--- config.mk ---
export PLATFORM = sky130hd
export DESIGN_NAME = msgvec_table
export DESIGN_NICKNAME = d
export VERILOG_FILES = /design/src/rtl/msgvec_pkg.sv /design/src/rtl/msgvec_entry.sv /design/src/rtl/msgvec_pend.sv /design/src/rtl/msgvec_table.sv
export SDC_FILE = /design/constraint.sdc
export NUM_CORES = 2
export LEC_CHECK = 0
export BUFFER_PORTS_ARGS = -buffer_cell sky130_fd_sc_hd__buf_2
export CAP_MARGIN = 5
export CORE_MARGIN = 3
export CORE_UTILIZATION = 56
export CTS_CLUSTER_SIZE = 10
export DETAILED_ROUTE_END_ITERATION = 6
export GPL_ROUTABILITY_DRIVEN = 0
export PLACE_DENSITY = 0.75
export SLEW_MARGIN = 15
export SYNTH_ARGS = -nofsm -noshare
export SYNTH_HDL_FRONTEND = slang
export SYNTH_SLANG_ARGS = --single-unit
--- constraint.sdc ---
create_clock -name clk -period 3 [get_ports clk]
set_clock_uncertainty 0.2 [all_clocks]
set_input_delay 0 -clock clk [delete_from_list [all_inputs] [get_ports clk]]
set_output_delay 0 -clock clk [all_outputs]
set_load 0.03 [all_outputs]
--- src/rtl/msgvec_pkg.sv ---
package msgvec_pkg;

    localparam int ENTRY_BYTES = 16;

    typedef enum logic [1:0] {
        W_ADDR_LO = 2'd0,
        W_ADDR_HI = 2'd1,
        W_DATA    = 2'd2,
        W_CTRL    = 2'd3
    } entry_word_e;

    typedef struct packed {
        logic [31:0] addr_hi;
        logic [31:0] addr_lo;
        logic [31:0] data;
        logic        mask;
    } entry_t;

    typedef struct packed {
        logic [63:0] addr;
        logic [31:0] data;
    } msg_t;

    // Pending array rounded up to whole 64-bit units, counted in 32-bit words
    function automatic int pba_words(input int nvec);
        return ((nvec + 63) / 64) * 2;
    endfunction

endpackage

--- src/rtl/msgvec_entry.sv ---
module msgvec_entry
    import msgvec_pkg::*;
(
    input  logic        clk,
    input  logic        rst,
    input  logic        wr_en,
    input  entry_word_e wr_word,
    input  logic [31:0] wr_data,
    input  entry_word_e rd_word,
    output logic [31:0] rd_data,
    output logic        masked,
    output msg_t        msg,
    output logic        unmask_now,
    output logic        mask_chg
);

    entry_t ent;
    logic   ctrl_wr;

    assign ctrl_wr = wr_en && (wr_word == W_CTRL);

    always_ff @(posedge clk) begin
        if (rst) begin
            ent      <= '0;
            ent.mask <= 1'b1;
            mask_chg <= 1'b0;
        end else begin
            mask_chg <= ctrl_wr && (wr_data[0] != ent.mask);
            if (wr_en) begin
                case (wr_word)
                    W_ADDR_LO: ent.addr_lo <= wr_data;
                    W_ADDR_HI: ent.addr_hi <= wr_data;
                    W_DATA:    ent.data    <= wr_data;
                    default:   ent.mask    <= wr_data[0];
                endcase
            end
        end
    end

    always_comb begin
        case (rd_word)
            W_ADDR_LO: rd_data = ent.addr_lo;
            W_ADDR_HI: rd_data = ent.addr_hi;
            W_DATA:    rd_data = ent.data;
            default:   rd_data = {31'd0, ent.mask};
        endcase
    end

    assign masked     = ent.mask;
    assign msg.addr   = {ent.addr_hi, ent.addr_lo};
    assign msg.data   = ent.data;
    assign unmask_now = ctrl_wr && ent.mask && !wr_data[0];

    AST_MASK_HOLD: assert property (@(posedge clk) disable iff (rst)
        !wr_en |=> $stable(masked));

    AST_CHG_IS_FLIP: assert property (@(posedge clk) disable iff (rst)
        mask_chg |-> (masked != $past(masked)));

endmodule

--- src/rtl/msgvec_pend.sv ---
module msgvec_pend #(
    parameter int NUM_VEC   = 8,
    parameter int PBA_WORDS = 2,
    parameter int IDX_W     = 6
) (
    input  logic               clk,
    input  logic               rst,
    input  logic [NUM_VEC-1:0] set_req,
    input  logic [NUM_VEC-1:0] clr_req,
    input  logic [NUM_VEC-1:0] rpl_clr,
    input  logic [IDX_W-1:0]   rd_idx,
    output logic [NUM_VEC-1:0] pend,
    output logic [31:0]        rd_data
);

    localparam int PBA_BITS = PBA_WORDS * 32;

    logic [NUM_VEC-1:0]  pend_q;
    logic [PBA_BITS-1:0] padded;

    always_ff @(posedge clk) begin
        if (rst) pend_q <= '0;
        else     pend_q <= (pend_q | set_req) & ~(clr_req | rpl_clr);
    end

    always_comb begin
        padded = '0;
        padded[NUM_VEC-1:0] = pend_q;
    end

    always_comb begin
        rd_data = '0;
        for (int w = 0; w < PBA_WORDS; w++) begin
            if (rd_idx == IDX_W'(w)) rd_data = padded[w*32 +: 32];
        end
    end

    assign pend = pend_q;

    AST_SET_LANDS: assert property (@(posedge clk) disable iff (rst)
        1'b1 |=> ((pend_q & $past(set_req & ~clr_req & ~rpl_clr))
                  == $past(set_req & ~clr_req & ~rpl_clr)));

    AST_CLR_WINS: assert property (@(posedge clk) disable iff (rst)
        1'b1 |=> ((pend_q & $past(clr_req)) == '0));

endmodule

--- src/rtl/msgvec_table.sv ---
module msgvec_table
    import msgvec_pkg::*;
#(
    parameter int NUM_VEC = 8,
    parameter int ADDR_W  = 12,
    parameter int PBA_AW  = 8,
    parameter int VSEL_W  = $clog2(NUM_VEC)
) (
    input  logic               clk,
    input  logic               rst,
    input  logic               tbl_we,
    input  logic [ADDR_W-1:0]  tbl_addr,
    input  logic [31:0]        tbl_wdata,
    output logic [31:0]        tbl_rdata,
    input  logic               pba_we,
    input  logic [PBA_AW-1:0]  pba_addr,
    input  logic [31:0]        pba_wdata,
    output logic [31:0]        pba_rdata,
    input  logic [NUM_VEC-1:0] pend_set,
    input  logic [NUM_VEC-1:0] pend_clr,
    input  logic [VSEL_W-1:0]  sel_vec,
    output logic [63:0]        sel_addr,
    output logic [31:0]        sel_data,
    output logic [NUM_VEC-1:0] vec_masked,
    output logic [NUM_VEC-1:0] mask_chg,
    output logic               replay_vld,
    output logic [VSEL_W-1:0]  replay_vec
);

    localparam int IDX_W     = ADDR_W - $clog2(ENTRY_BYTES);
    localparam int PBA_WORDS = pba_words(NUM_VEC);
    localparam int PBA_IDX_W = PBA_AW - 2;

    logic [IDX_W-1:0]   tbl_idx;
    entry_word_e        tbl_word;
    logic               in_range;
    logic [NUM_VEC-1:0] ent_wr;
    logic [NUM_VEC-1:0] unmask_now;
    logic [NUM_VEC-1:0] rpl_clr;
    logic [NUM_VEC-1:0] pend;
    logic [31:0]        ent_rd [NUM_VEC];
    msg_t               ent_msg [NUM_VEC];
    logic [VSEL_W-1:0]  rpl_idx;
    logic               port_bits_unused;

    assign tbl_idx  = tbl_addr[ADDR_W-1:4];
    assign tbl_word = entry_word_e'(tbl_addr[3:2]);
    assign in_range = tbl_idx < IDX_W'(NUM_VEC);

    // Pending-array writes are discarded; byte lanes below a word are not decoded
    assign port_bits_unused = pba_we ^ (^pba_wdata) ^ (^pba_addr[1:0]) ^ (^tbl_addr[1:0]);

    for (genvar v = 0; v < NUM_VEC; v++) begin : g_ent
        assign ent_wr[v] = tbl_we && in_range && (tbl_idx == IDX_W'(v));
        msgvec_entry u_ent (
            .clk        (clk),
            .rst        (rst),
            .wr_en      (ent_wr[v]),
            .wr_word    (tbl_word),
            .wr_data    (tbl_wdata),
            .rd_word    (tbl_word),
            .rd_data    (ent_rd[v]),
            .masked     (vec_masked[v]),
            .msg        (ent_msg[v]),
            .unmask_now (unmask_now[v]),
            .mask_chg   (mask_chg[v])
        );
    end

    always_comb begin
        tbl_rdata = '0;
        for (int v = 0; v < NUM_VEC; v++) begin
            if (in_range && tbl_idx == IDX_W'(v)) tbl_rdata = ent_rd[v];
        end
    end

    always_comb begin
        sel_addr = '0;
        sel_data = '0;
        for (int v = 0; v < NUM_VEC; v++) begin
            if (sel_vec == VSEL_W'(v)) begin
                sel_addr = ent_msg[v].addr;
                sel_data = ent_msg[v].data;
            end
        end
    end

    // Only one entry is written per cycle, so at most one bit is set here
    assign rpl_clr = unmask_now & pend;

    always_comb begin
        rpl_idx = '0;
        for (int v = 0; v < NUM_VEC; v++) begin
            if (rpl_clr[v]) rpl_idx = VSEL_W'(v);
        end
    end

    always_ff @(posedge clk) begin
        if (rst) begin
            replay_vld <= 1'b0;
            replay_vec <= '0;
        end else begin
            replay_vld <= |rpl_clr;
            replay_vec <= rpl_idx;
        end
    end

    msgvec_pend #(
        .NUM_VEC   (NUM_VEC),
        .PBA_WORDS (PBA_WORDS),
        .IDX_W     (PBA_IDX_W)
    ) u_pend (
        .clk     (clk),
        .rst     (rst),
        .set_req (pend_set),
        .clr_req (pend_clr),
        .rpl_clr (rpl_clr),
        .rd_idx  (pba_addr[PBA_AW-1:2]),
        .pend    (pend),
        .rd_data (pba_rdata)
    );

    AST_RESET_MASKED: assert property (@(posedge clk) disable iff (rst)
        $past(rst) |-> (&vec_masked));

    AST_OOR_DROP: assert property (@(posedge clk) disable iff (rst)
        (tbl_we && !in_range) |=> $stable(vec_masked));

    AST_PBA_WR_IGNORED: assert property (@(posedge clk) disable iff (rst)
        (pba_we && pend_set == '0) |=> ((pend & ~$past(pend)) == '0));

    AST_REPLAY_UNMASKED: assert property (@(posedge clk) disable iff (rst)
        replay_vld |-> !vec_masked[replay_vec]);

    AST_REPLAY_PEND_CLR: assert property (@(posedge clk) disable iff (rst)
        replay_vld |-> !pend[replay_vec]);

endmodule

; ---- Word level (Yosys, flattened, before mapping)
; Index checks and enable logic that the tools add are counted.
[word_totals]
reg_bits = 796
in_bits = 107
out_inout_bits = 180
[classes]
magnitude_cmp = 1
n_eq_ne = 26
mux = 41
n_bitwise = 6
n_reduce_logical = 88
[op_table]
columns = cell, count
row1 = $pmux 32 s3, 8
row2 = $mux 32, 16
row3 = $mux 64, 8
row4 = $reduce_and 2->1, 32
row5 = $logic_and 1x1->1, 49
row6 = $eq 8x3->1 const B, 4
row7 = $mux 3, 6
row8 = $and 8x8->8, 2
row9 = $eq 8x2->1 const B, 2
row10 = $mux 8, 2
row11 = $or 8x8->8, 2
row12 = $eq 3x3->1 const B, 4
row13 = $eq 8x1->1 const B, 1
row14 = $logic_not 8->1, 1
row15 = $lt 8x4->1 const B, 1
row16 = $ne 1x1->1, 8
row17 = $not 8->8, 1
row18 = $reduce_or 8->1, 1
row19 = $eq 3x2->1 const B, 2
row20 = $eq 6x1->1 const B, 1
row21 = $logic_not 6->1, 1
row22 = $eq 2x2->1 const B, 2
row23 = $eq 3x1->1 const B, 1
row24 = $logic_not 3->1, 1
row25 = other kinds (6), 6

; ---- Depth between registers and ports, before layout
[depth]
ltp_word = 14
depth_mapped = 9
depth_no_buf = 5

; ---- Modules after synthesis
; A second synthesis with hierarchy kept.
[unflattened]
hier_cells = 4775
area_unflattened_um2 = 46153.0
[modules_own_cells]
columns = mod, n_inst, cells_per_inst, area_per_inst_um2, seq_area_each_um2
row1 = msgvec_entry, 8, 435, 4589.4, 1961.9
row2 = msgvec_table, 1, 1235, 8934.8, 80.1
row3 = msgvec_pend, 1, 60, 503.0, 160.2

; ---- Least setup slack after synthesis
; Ideal clock, no wire load.
[synth_path]
path_kind = input to output
start = in sel_vec[1]
end = out sel_addr[62]
t_arrival_ns = 1.961
required_ns = 2.800
slack_ns = 0.839
cell_stages = 7
n_path_buf = 5
path_cell_list = clkbuf_1 -> clkbuf_1 -> buf_2 -> clkbuf_1 -> buf_1 -> o21ai_0 -> a21oi_1
[synth_between]
elab_chain_cells = 9
word_cells_on_any_way = 16
[synth_lines]
columns = item, line_no
row1 = from (decl), msgvec_table.sv:21  ; input logic [VSEL_W-1:0] sel_vec,
row2 = $logic_not 3->1, msgvec_table.sv:81  ; if (sel_vec == VSEL_W'(v)) begin
row3 = $mux 64 (7 in a row), msgvec_table.sv:81
row4 = $mux 64 *, msgvec_table.sv:81
row5 = to (decl), msgvec_table.sv:22  ; output logic [63:0] sel_addr,
; Mark *: on every way between the ends. The rest lies on a longest branch, timed or not.

; ---- Worst setup path after layout
[layout_path]
start = in tbl_addr[2]
end = out tbl_rdata[4]
[layout_between]
elab_chain_cells = 10
word_cells_on_any_way = 19
[layout_lines]
columns = item, line_no
row1 = from (decl), msgvec_table.sv:12  ; input logic [ADDR_W-1:0] tbl_addr,
row2 = $eq 2x2->1 (tied with other cells), msgvec_entry.sv:41  ; case (rd_word)
row3 = $pmux 32 s3, msgvec_entry.sv:41
row4 = $mux 32 (7 in a row), msgvec_table.sv:73  ; if (in_range && tbl_idx == IDX_W'(v)) tbl_rdata = ent_rd[v];
row5 = $mux 32 *, msgvec_table.sv:73
row6 = to (decl), msgvec_table.sv:14  ; output logic [31:0] tbl_rdata,
; Marked as above.

==> results.cfg <==
[run_status]
outcome = finished with violations
violations = design-rule violations, negative setup slack

[synthesis]
synth_area_leaders = dfxtp_1 39%, nand2_1 16%, a21oi_1 11%
ys_seq_elements = 796
synthTopCellsByCount = 1,770 x nand2_1, 912 x a21oi_1, 796 x dfxtp_1
synth_top_family_by_area = compound AO/OA/AOI/OAI gates
ys_async_sr_fraction = 0
syn_inst = 5541
yosys.area_share.simple = 0.196
yosysSeqAreaShare = 0.389
yosysTopAreaCell = dfxtp_1
yosysTopAreaCellShare = 0.389
yosys_warnings = 0
synth_cell_types = 52
synth-main-ff-cell = dfxtp_1
synth_area_um2 = 40900
synth_xor_area_frac = 0.00171
yosysMostFrequentCell = nand2_1
synth_mux_area_frac = 0.0969
synth_edf_count = 0
synthAdderAreaFrac = 0
avgSynthCellArea_um2 = 7.39
synth-compound-area-share = 0.252

[sta]
relSlewSlack = 0.331
timing.fmax_mhz = 327
setup_viol = 4
rsz0062_at_grt = no
min_period_ns = 3.06
finalCritPeriodShare = 1.02
worst_pin_slew_ns = 0.996
whs_ns = 0.0449
maxSlewViolCount = 0
finalHoldViolCount = 0
setup_ws_ns = -0.0563

[worst_setup_path]
worstPathArrival_ns = 2.86
r2r_slack_ns = 0.85
start_kind = input port
worstSetupEndpointType = output pin
crit_fanout = 51
worst-endpoint-required_ns = 2.80
critPathKind = input port to output pin

[detailed_routing]
ant_nets = 0
routed_wl_mm = 176
dr.pass1.iters = 7
vias = 44396
first_iter_violations = 7710
drc = 3
wl_per_cell_um = 27.0
routed_via_density = 6.80

[pwr]
p_leak_uw = 0.0161
internal_power_uw = 16800
p_comb_frac = 0.090
p_sw_uw = 5970
pwr-share-clk = 0.445
swShare = 0.263
p_total_uw = 22700
max-vdd-ir-drop_uv = 458
power_frac_seq = 0.466
power.density_nw_per_um2 = 487

[floorplanning]
io_pins = 287
start_util = 0.569
die_x_um = 276
die_area_um2 = 76400
num_rows = 98
die_h_um = 276
core-area_um2 = 72000

[grt]
grt_start_max_net_pins = 136
grt_usage = 0.436
grt_pass1_wl_mm = 258
grt_pass1_vias = 41400
grt_antenna_before_repair = 11
grt_overflow = 0

[layout]
area.growth.synth_to_final_pct = 14.0
fillerInstances = 6231
fin_nets = 5650
layout-drive-gt1-share = 0.119

[clock_tree]
cts_max_path_buffers = 3
cts_tree = done
cts.clk_slew.worst_paths_ns = 0.05
clock-sinks = 796
htree_levels = 3
cts_root_buf = clkbuf_16
numCtsBuffers = 92
clk_latency_ns = 0.67

[placed_design]
hpwl_mm = 99.9
io_buffers = 225

[job]
max-cap-violations = 0

[hold_path]
hold_class = input port to flop
==> worst max-delay path, stage by stage <==
cell,delay [ns]
dlygate4sd3_1,0.57
buf_8,0.36
buf_12,0.42
mux2i_1,0.24
o2bb2ai_1,0.08
o211ai_1,0.42
o21ai_0,0.17
a32o_1,0.32
buf_2,0.21
==> logic make-up (layout without fill, tap and decap cells) <==
| logic type | Yosys count | count (layout) |
|---|---|---|
| XOR/XNOR | 8 | 8 |
| multiplexers | 380 | 380 |
| buffers and inverters | 630 | 633 |
| flip-flops | 796 | 796 |
| AO/OA/AOI/OAI | 1689 | 1689 |
| other | 1 | 35 |
| AND/OR/NAND/NOR | 2037 | 2037 |
==> per-stage QoR <==
step	setup slack [ns]	cells	cell area [um2]	setup TNS (ns)	util
5_1_grt	0.00661	6521	46700	0	0.648
3_5_place_dp	0.344	6315	43300	0	0.601
3_3_place_gp	0.355	6315	43300	0	0.601
6_report	-0.0563	6528	46700	-0.111	0.649
2_1_floorplan	0.839	5564	41000	0	-
4_1_cts	0.0115	6512	46600	0	0.647
==> worst paths after layout <==
check / startpoint / end / cells after the start
setup / recovery: tbl_addr[2] / tbl_rdata[4] / 9
hold / removal: tbl_addr[11] / replay_vec[1] / 7
setup reg to reg: u_pend.pend[0] / u_pend.pend[0] / 5
hold reg to reg: g_ent[7].u_ent.msg[6] / g_ent[7].u_ent.msg[6] / 2
==> per-layer routing <==
layer	wire length, um	vias to the layer above	track usage
met4	15000	8	0.316
met2	73100	3828	0.640
li1	-	19082	-
met1	60900	20371	0.540
met3	27200	1107	0.135
met5	63	-	0.00313
==> cell type report <==
class	instances	area [um2]	share of cell area
antenna	11	27.5	0.000590
clock buffer	111	2400	0.0515
clock inverter	7	101	0.00217
inverter	32	123	0.00263
multi-input combinational	4138	22800	0.489
sequential	796	15900	0.341
tap	950	1190	0.0255
timing repair buffer	483	4090	0.0877
==> flip-flops by register name, summed over array words and instances (netlist names) <==
register / cells
g_ent.u_ent.msg: 768
g_ent.u_ent.mask_chg: 8
g_ent.u_ent.masked: 8
u_pend.pend: 8
replay_vec: 3
replay_vld: 1
==> cell usage in the layout (no fill, tap or decap), types with 7 or more instances in the layout <==
master	Yosys	layout
nand2_1	1770	1751
a21oi_1	912	911
dfxtp_1	796	796
mux2i_1	322	322
o21ai_0	218	218
buf_2	82	218
o2bb2ai_1	154	154
a22oi_1	154	154
buf_4	40	119
nor2_1	122	111
o221ai_1	108	108
clkbuf_16	0	92
dlygate4sd3_1	0	79
buf_12	0	61
mux2_2	50	50
nand3_1	46	44
o211ai_1	33	33
inv_1	32	31
a32o_1	31	31
conb_1	1	24
nand2_2	0	19
o221a_2	18	18
o22ai_1	18	18
nor2_4	0	16
o21a_1	16	16
clkbuf_1	441	16
nor3_1	18	15
diode_2	0	11
and2_1	10	9
a21boi_0	9	9
mux4_2	8	8
xnor2_1	8	8
nand2b_1	11	7
==> power groups by stage <==
stage | combinational [uW] | sequential (uW) | clock [uW]
2_1_floorplan | 1150 | 10800 | 0
3_3_place_gp | 1830 | 10800 | 0
3_5_place_dp | 1840 | 10800 | 0
4_1_cts | 1920 | 10600 | 10100
5_1_grt | 2060 | 10600 | 10500
6_report | 2040 | 10600 | 10100
==> repair_timing <==
action / in CTS / in global routing
setup buffers: 0 / 5
resized for setup: 0 / 3
hold buffers: 79 / 0
hold endpoints to repair: 796 / 0
endpoints found under the setup margin: 0 / 12
No activity file was read; power rests on OpenSTA's default activity.
